**config.mk**
```make
export PLATFORM = sky130hd
export DESIGN_NAME = wralloc_limit_unit
export DESIGN_NICKNAME = d
export VERILOG_FILES = /design/src/rtl/wral_pkg.sv /design/src/rtl/wral_cfg_reg.sv /design/src/rtl/wral_limit_cmp.sv /design/src/rtl/wral_decide.sv /design/src/rtl/wralloc_limit_unit.sv
export SDC_FILE = /design/constraint.sdc
export NUM_CORES = 1
export LEC_CHECK = 0
export BUFFER_PORTS_ARGS = -buffer_cell sky130_fd_sc_hd__buf_2
export CAP_MARGIN = 20
export CORE_AREA = 2 2 65 67
export CTS_CLUSTER_DIAMETER = 100
export DETAILED_ROUTE_END_ITERATION = 10
export DIE_AREA = 0 0 67 69
export PLACE_DENSITY = 0.74
export SETUP_SLACK_MARGIN = 0.1
export SYNTH_ARGS = -nofsm -noshare
export SYNTH_HDL_FRONTEND = slang
export SYNTH_SLANG_ARGS = --single-unit
```
**constraint.sdc**
```tcl
create_clock -name clk -period 2.92 [get_ports clk]
set_clock_uncertainty 0.1 [all_clocks]
set_input_delay 0.292 -clock clk [delete_from_list [all_inputs] [get_ports clk]]
set_output_delay 0.292 -clock clk [all_outputs]
set_load 0.005 [all_outputs]
```
**src/rtl/wral_pkg.sv**
```systemverilog
package wral_pkg;

   // Bit mask of the writable register fields: the ceiling field, the
   // stored-only control bit and the window enable.
   function automatic logic [63:0] writable_mask(input int lim_lsb,
                                                 input int lim_w,
                                                 input int keep_bit,
                                                 input int win_bit);
      logic [63:0] m;
      m = '0;
      for (int i = 0; i < 64; i++) begin
         if ((i >= lim_lsb && i < lim_lsb + lim_w) || i == keep_bit || i == win_bit)
            m[i] = 1'b1;
      end
      return m;
   endfunction

   // Source of an allocation decision.
   typedef enum logic [1:0] {
      SRC_NONE  = 2'd0,
      SRC_CEIL  = 2'd1,
      SRC_HINT  = 2'd2
   } alloc_src_e;

endpackage

```
**src/rtl/wral_cfg_reg.sv**
```systemverilog
module wral_cfg_reg #(
   parameter int REG_W    = 64,
   parameter int LIM_LSB  = 1,
   parameter int LIM_W    = 7,
   parameter int KEEP_BIT = 8,
   parameter int WIN_BIT  = 9
) (
   input  logic             clk,
   input  logic             rst_n,
   input  logic             wr_en,
   input  logic [REG_W-1:0] wdata,
   output logic [REG_W-1:0] rdata,
   output logic [LIM_W-1:0] lim,
   output logic             win_en
);
   import wral_pkg::*;

   localparam logic [63:0] FULL_MASK = writable_mask(LIM_LSB, LIM_W, KEEP_BIT, WIN_BIT);
   localparam logic [REG_W-1:0] WR_MASK = FULL_MASK[REG_W-1:0];

   logic [REG_W-1:0] q;

   for (genvar b = 0; b < REG_W; b++) begin : g_bit
      if (WR_MASK[b]) begin : g_store
         logic bit_q;
         always_ff @(posedge clk or negedge rst_n) begin
            if (!rst_n)     bit_q <= 1'b0;
            else if (wr_en) bit_q <= wdata[b];
         end
         assign q[b] = bit_q;
      end else begin : g_rsvd
         assign q[b] = 1'b0;
      end
   end

   logic unused_rsvd;
   assign unused_rsvd = ^(wdata & ~WR_MASK);

   assign rdata  = q;
   assign lim    = q[LIM_LSB +: LIM_W];
   assign win_en = q[WIN_BIT];

   assert_win_written_R2: assert property (@(posedge clk) disable iff (!rst_n)
      wr_en |=> rdata[WIN_BIT] == $past(wdata[WIN_BIT]));
   assert_hold_no_write_R2: assert property (@(posedge clk) disable iff (!rst_n)
      !wr_en |=> $stable(rdata));

endmodule

```
**src/rtl/wral_limit_cmp.sv**
```systemverilog
module wral_limit_cmp #(
   parameter int ADDR_W        = 32,
   parameter int LIM_W         = 7,
   parameter int GRAN_LOG2     = 22,
   parameter int WIN_GRAN_LOG2 = 20,
   parameter int WIN_IDX       = 15
) (
   input  logic [ADDR_W-1:0] addr,
   input  logic [LIM_W-1:0]  lim,
   input  logic              win_en,
   output logic              ceil_hit
);
   localparam int HI_W  = ADDR_W - GRAN_LOG2;
   localparam int WIN_W = ADDR_W - WIN_GRAN_LOG2;

   logic [HI_W-1:0]  addr_hi;
   logic [HI_W-1:0]  lim_ext;
   logic [WIN_W-1:0] addr_mb;
   logic             below;
   logic             in_win;

   assign addr_hi = addr[ADDR_W-1:GRAN_LOG2];
   assign addr_mb = addr[ADDR_W-1:WIN_GRAN_LOG2];

   if (HI_W == LIM_W) begin : g_ext_same
      assign lim_ext = lim;
   end else begin : g_ext_pad
      assign lim_ext = {{(HI_W-LIM_W){1'b0}}, lim};
   end

   logic unused_low;
   assign unused_low = ^addr[WIN_GRAN_LOG2-1:0];

   assign below    = addr_hi < lim_ext;
   assign in_win   = addr_mb == WIN_W'(WIN_IDX);
   assign ceil_hit = below && !(in_win && !win_en);

endmodule

```
**src/rtl/wral_decide.sv**
```systemverilog
module wral_decide (
   input  logic clk,
   input  logic rst_n,
   input  logic req_valid,
   input  logic ceil_hit,
   input  logic hint_page,
   input  logic hint_sector,
   output logic dec_valid,
   output logic dec_alloc
);
   import wral_pkg::*;

   alloc_src_e src;

   always_comb begin
      if (hint_page || hint_sector) src = SRC_HINT;
      else if (ceil_hit)            src = SRC_CEIL;
      else                          src = SRC_NONE;
   end

   always_ff @(posedge clk or negedge rst_n) begin
      if (!rst_n) begin
         dec_valid <= 1'b0;
         dec_alloc <= 1'b0;
      end else begin
         dec_valid <= req_valid;
         dec_alloc <= req_valid && (src != SRC_NONE);
      end
   end

   assert_one_cycle_R9: assert property (@(posedge clk) disable iff (!rst_n)
      req_valid |=> dec_valid);
   assert_quiet_idle_R9: assert property (@(posedge clk) disable iff (!rst_n)
      !req_valid |=> !dec_valid && !dec_alloc);
   assert_hint_forces_R7: assert property (@(posedge clk) disable iff (!rst_n)
      req_valid && (hint_page || hint_sector) |=> dec_alloc);

endmodule

```
**src/rtl/wralloc_limit_unit.sv**
```systemverilog
module wralloc_limit_unit #(
   parameter int ADDR_W        = 32,
   parameter int REG_W         = 64,
   parameter int LIM_LSB       = 1,
   parameter int LIM_W         = 7,
   parameter int KEEP_BIT      = 8,
   parameter int WIN_BIT       = 9,
   parameter int GRAN_LOG2     = 22,
   parameter int WIN_GRAN_LOG2 = 20,
   parameter int WIN_IDX       = 15
) (
   input  logic              clk,
   input  logic              rst_n,
   input  logic              cfg_wr_en,
   input  logic [REG_W-1:0]  cfg_wdata,
   output logic [REG_W-1:0]  cfg_rdata,
   input  logic              req_valid,
   input  logic [ADDR_W-1:0] req_addr,
   input  logic              hint_page,
   input  logic              hint_sector,
   output logic              dec_valid,
   output logic              dec_alloc
);
   localparam int HI_W  = ADDR_W - GRAN_LOG2;
   localparam int WIN_W = ADDR_W - WIN_GRAN_LOG2;

   if (REG_W > 64) begin : g_bad_reg
      $error("REG_W must not exceed 64");
   end
   if (LIM_LSB + LIM_W > REG_W || KEEP_BIT >= REG_W || WIN_BIT >= REG_W) begin : g_bad_field
      $error("register fields exceed REG_W");
   end
   if (HI_W < LIM_W) begin : g_bad_gran
      $error("address too narrow for the ceiling field");
   end
   if (WIN_GRAN_LOG2 > GRAN_LOG2 || WIN_GRAN_LOG2 < 1) begin : g_bad_win
      $error("window granule must be finer than the ceiling granule");
   end

   logic [LIM_W-1:0] cfg_lim;
   logic             cfg_win_en;
   logic             ceil_hit;

   wral_cfg_reg #(
      .REG_W(REG_W), .LIM_LSB(LIM_LSB), .LIM_W(LIM_W),
      .KEEP_BIT(KEEP_BIT), .WIN_BIT(WIN_BIT)
   ) u_cfg (
      .clk(clk), .rst_n(rst_n), .wr_en(cfg_wr_en), .wdata(cfg_wdata),
      .rdata(cfg_rdata), .lim(cfg_lim), .win_en(cfg_win_en)
   );

   wral_limit_cmp #(
      .ADDR_W(ADDR_W), .LIM_W(LIM_W), .GRAN_LOG2(GRAN_LOG2),
      .WIN_GRAN_LOG2(WIN_GRAN_LOG2), .WIN_IDX(WIN_IDX)
   ) u_cmp (
      .addr(req_addr), .lim(cfg_lim), .win_en(cfg_win_en), .ceil_hit(ceil_hit)
   );

   wral_decide u_dec (
      .clk(clk), .rst_n(rst_n), .req_valid(req_valid), .ceil_hit(ceil_hit),
      .hint_page(hint_page), .hint_sector(hint_sector),
      .dec_valid(dec_valid), .dec_alloc(dec_alloc)
   );

   assert_at_ceiling_R5: assert property (@(posedge clk) disable iff (!rst_n)
      req_valid && !hint_page && !hint_sector
      && (req_addr[ADDR_W-1:GRAN_LOG2] >= HI_W'(cfg_lim)) |=> !dec_alloc);
   assert_zero_ceiling_R6: assert property (@(posedge clk) disable iff (!rst_n)
      req_valid && !hint_page && !hint_sector && (cfg_lim == '0) |=> !dec_alloc);
   assert_window_block_R8: assert property (@(posedge clk) disable iff (!rst_n)
      req_valid && !hint_page && !hint_sector && !cfg_win_en
      && (req_addr[ADDR_W-1:WIN_GRAN_LOG2] == WIN_W'(WIN_IDX)) |=> !dec_alloc);

endmodule

```
==> results.yml <==
layout:
  final_layout_size_suffix_gt1_share_pct: 29.8
  layout.cells.most_common: "sky130_fd_sc_hd__conb_1"
  finalNonFillerCells: 201
  design_area_um2: 1070
  finalCoreUtilization_pct: 27.4
  synthesis_to_layout_area_growth_pct: 2.03
  antenna-diode-count: 0
  final_nets: 260
  leading_cell_types_in_the_layout_fill_and_taps_excluded: "55 x sky130_fd_sc_hd__conb_1, 37 x sky130_fd_sc_hd__buf_2, 11 x sky130_fd_sc_hd__dfrtp_1"
placement:
  preCtsSetupSlack_ns: 1.41
  dp_hpwl_mm: 1.51
  gp_congestion: 0.604
  placement.io_buffers: 37
  postPlaceCellArea_um2: 1020
  post-place-cells: 196
power_and_ir_drop:
  power_density_nw_per_um2: 393
  static-leakage-power_nw: 0.614
  peak_vdd_ir_uv: 98.9
  total_power_uw: 421
timing:
  rsz0062_at_grt: "false"
  holdWs_ns: 0.101
  final-setup-viol-count: 0
  finalCritPeriodShare_pct: 49.8
  timing.final.ws_setup_ns: 1.47
  aggregate_negative_setup_slack_ns: 0
  fin_crit_ns: 1.45
  hold_viol_final: 0
  timing.fmax_mhz: 688
  timing.final.max_slew_violations: 0
critical_path:
  cp.required_ns: 2.97
  timing_worst_setup_path_type: "reg2reg"
  cp_data_arrival_time_ns: 1.50
  timing.rr.end: "u_dec.dec_alloc"
  worst-r2r-setup-slack_ns: 1.47
  last_element_of_the_critical_path: "u_dec.dec_alloc"
  cp_max_fo: 2
  startpoint_type: "register"
  worst_r2r_startpoint: "u_cfg.g_bit[7].g_store.bit_q"
  crit_start: "u_cfg.g_bit[7].g_store.bit_q"
  setup.worst_path.end_class: "register"
  worst-r2r-cell-count: 5
clock_network:
  cts_post_setup_buffers_inserted: 0
  htree_depth: 1
  clock_sink_count: 11
  cts_resized: 0
  clkLatencyLatePin_ns: 0.24
  tritoncts.num_buffers: 3
  count_of_hold_buffers_inserted_by_post_cts_repair: 1
  cts.root.buffer_cell: "sky130_fd_sc_hd__clkbuf_8"
  tritoncts: "yes"
  cts_max_path_buffers: 2
  clkTransAtPathRegs_ns: 0.05
drt:
  route.antenna.remaining_nets: 0
  vias: 683
  drc_errors: 0
  route.detailed.wl_per_inst_um: 8.68
  wire_length_reported_by_the_detailed_router_mm: 1.75
  vias_per_cell: 3.40
  drt_first_pass_iters: 4
  drt_iter0_drc: 33
synthesis:
  yosys.area.top_type: "sky130_fd_sc_hd__buf_4"
  synth.area.top_cells: "sky130_fd_sc_hd__buf_4 46%, sky130_fd_sc_hd__dfrtp_1 26%, sky130_fd_sc_hd__ha_1 7.2%"
  seq_area_frac_synth_pct: 26.2
  yosysWarningCount: 0
  syn_area_per_cell_um2: 8.75
  synth_top_area_share_pct: 45.8
  synth-seq-cells: 11
  cell_count_after_synthesis: 120
  mappedNetlistArea_um2: 1050
  count_of_different_cell_masters_after_synthesis: 19
grt:
  grt_use_total_pct: 6.84
  globalRouteOverflowTotal: 0
  via_count_of_the_first_global_routing_pass: 521
  pin_count_of_the_biggest_net_entering_global_routing: 16
  antenna_violations_before_repair: 0
  grt_pass1_wl_mm: 2.35
min_path:
  min-delay-start: "req_valid"
  hold_class: "in2reg"
floorplanning:
  std_cell_rows: 23
  floorplan.die.height_um: 69
  start_util_pct: 26.8
  design.die.area_um2: 4620
  core_um2: 3910
  io_pins: 168
  die_w_um: 67
run:
  cap_viol_max_count: 0
status:
  outcome: "finished, final reports clean"
how the worst min path moves through the flow:
stage	end	slack, ns	cells past startpoint
after detailed placement	u_cfg.g_bit[4].g_store.bit_q	0.08	1
final	u_dec.dec_valid	0.10	1
after CTS	u_dec.dec_valid	0.10	1
after global routing	u_dec.dec_valid	0.11	1
after global placement	u_cfg.g_bit[5].g_store.bit_q	0.07	1
after floorplan	u_cfg.g_bit[1].g_store.bit_q	-0.10	0
where the power goes:
part           internal (mW)  total, mW  switching (mW)
sequential             0.166      0.173         0.00696
combinational         0.0393     0.0937          0.0544
clock                 0.0959      0.154          0.0581
total                  0.301      0.421           0.119
critical path: stages (launching register included):
cell and delay [ns]:
sky130_fd_sc_hd__dfrtp_1 0.34, sky130_fd_sc_hd__inv_1 0.06, sky130_fd_sc_hd__ha_1 0.17, sky130_fd_sc_hd__nor4_1 0.30
sky130_fd_sc_hd__o221ai_1 0.17, sky130_fd_sc_hd__o31ai_1 0.22
registers in the layout (all words and copies together) (netlist names):
name / count
u_cfg.g_bit.g_store.bit_q: 8
u_cfg.win_en: 1
u_dec.dec_alloc: 1
u_dec.dec_valid: 1
layer usage:
| metal | share of wire (%) | track usage [%] |
|---|---|---|
| met5 | 0 | 0 |
| met2 | 42 | 10.1 |
| met3 | 19 | 2.61 |
| met4 | 3.4 | 5.44 |
| met1 | 36 | 7.62 |
cell usage after synthesis:
library cell,number
sky130_fd_sc_hd__o21ai_0,7
sky130_fd_sc_hd__or4_4,1
sky130_fd_sc_hd__o31ai_1,1
sky130_fd_sc_hd__mux2_2,3
sky130_fd_sc_hd__ha_1,6
sky130_fd_sc_hd__nor4_1,1
sky130_fd_sc_hd__nand2b_1,2
sky130_fd_sc_hd__a21oi_1,3
sky130_fd_sc_hd__conb_1,1
sky130_fd_sc_hd__nor4_2,1
sky130_fd_sc_hd__nand3_1,1
sky130_fd_sc_hd__inv_1,7
sky130_fd_sc_hd__nor3_1,1
sky130_fd_sc_hd__clkbuf_1,1
sky130_fd_sc_hd__nand4_1,1
sky130_fd_sc_hd__buf_4,64
sky130_fd_sc_hd__o221ai_1,1
sky130_fd_sc_hd__nand2_1,7
sky130_fd_sc_hd__dfrtp_1,11
kinds of logic after synthesis:
family          Yosys count  synth area share, %
fa+ha+maj                 6                 7.15
compound gates           12                 6.32
simple gates             15                 8.10
other cells               1                0.357
flops                    11                 26.2
mux                       3                 3.22
buf+inv                  72                 48.6
layout make-up:
cell class	instances	area, um2
multi-input cells	91	467
inverters	7	26.3
flip-flops and latches	11	275
fillers	452	2840
well taps	50	62.6
repair buffers	38	195
clock buffers	4	45.0
Note: power is estimated with default switching activity, not from simulation.
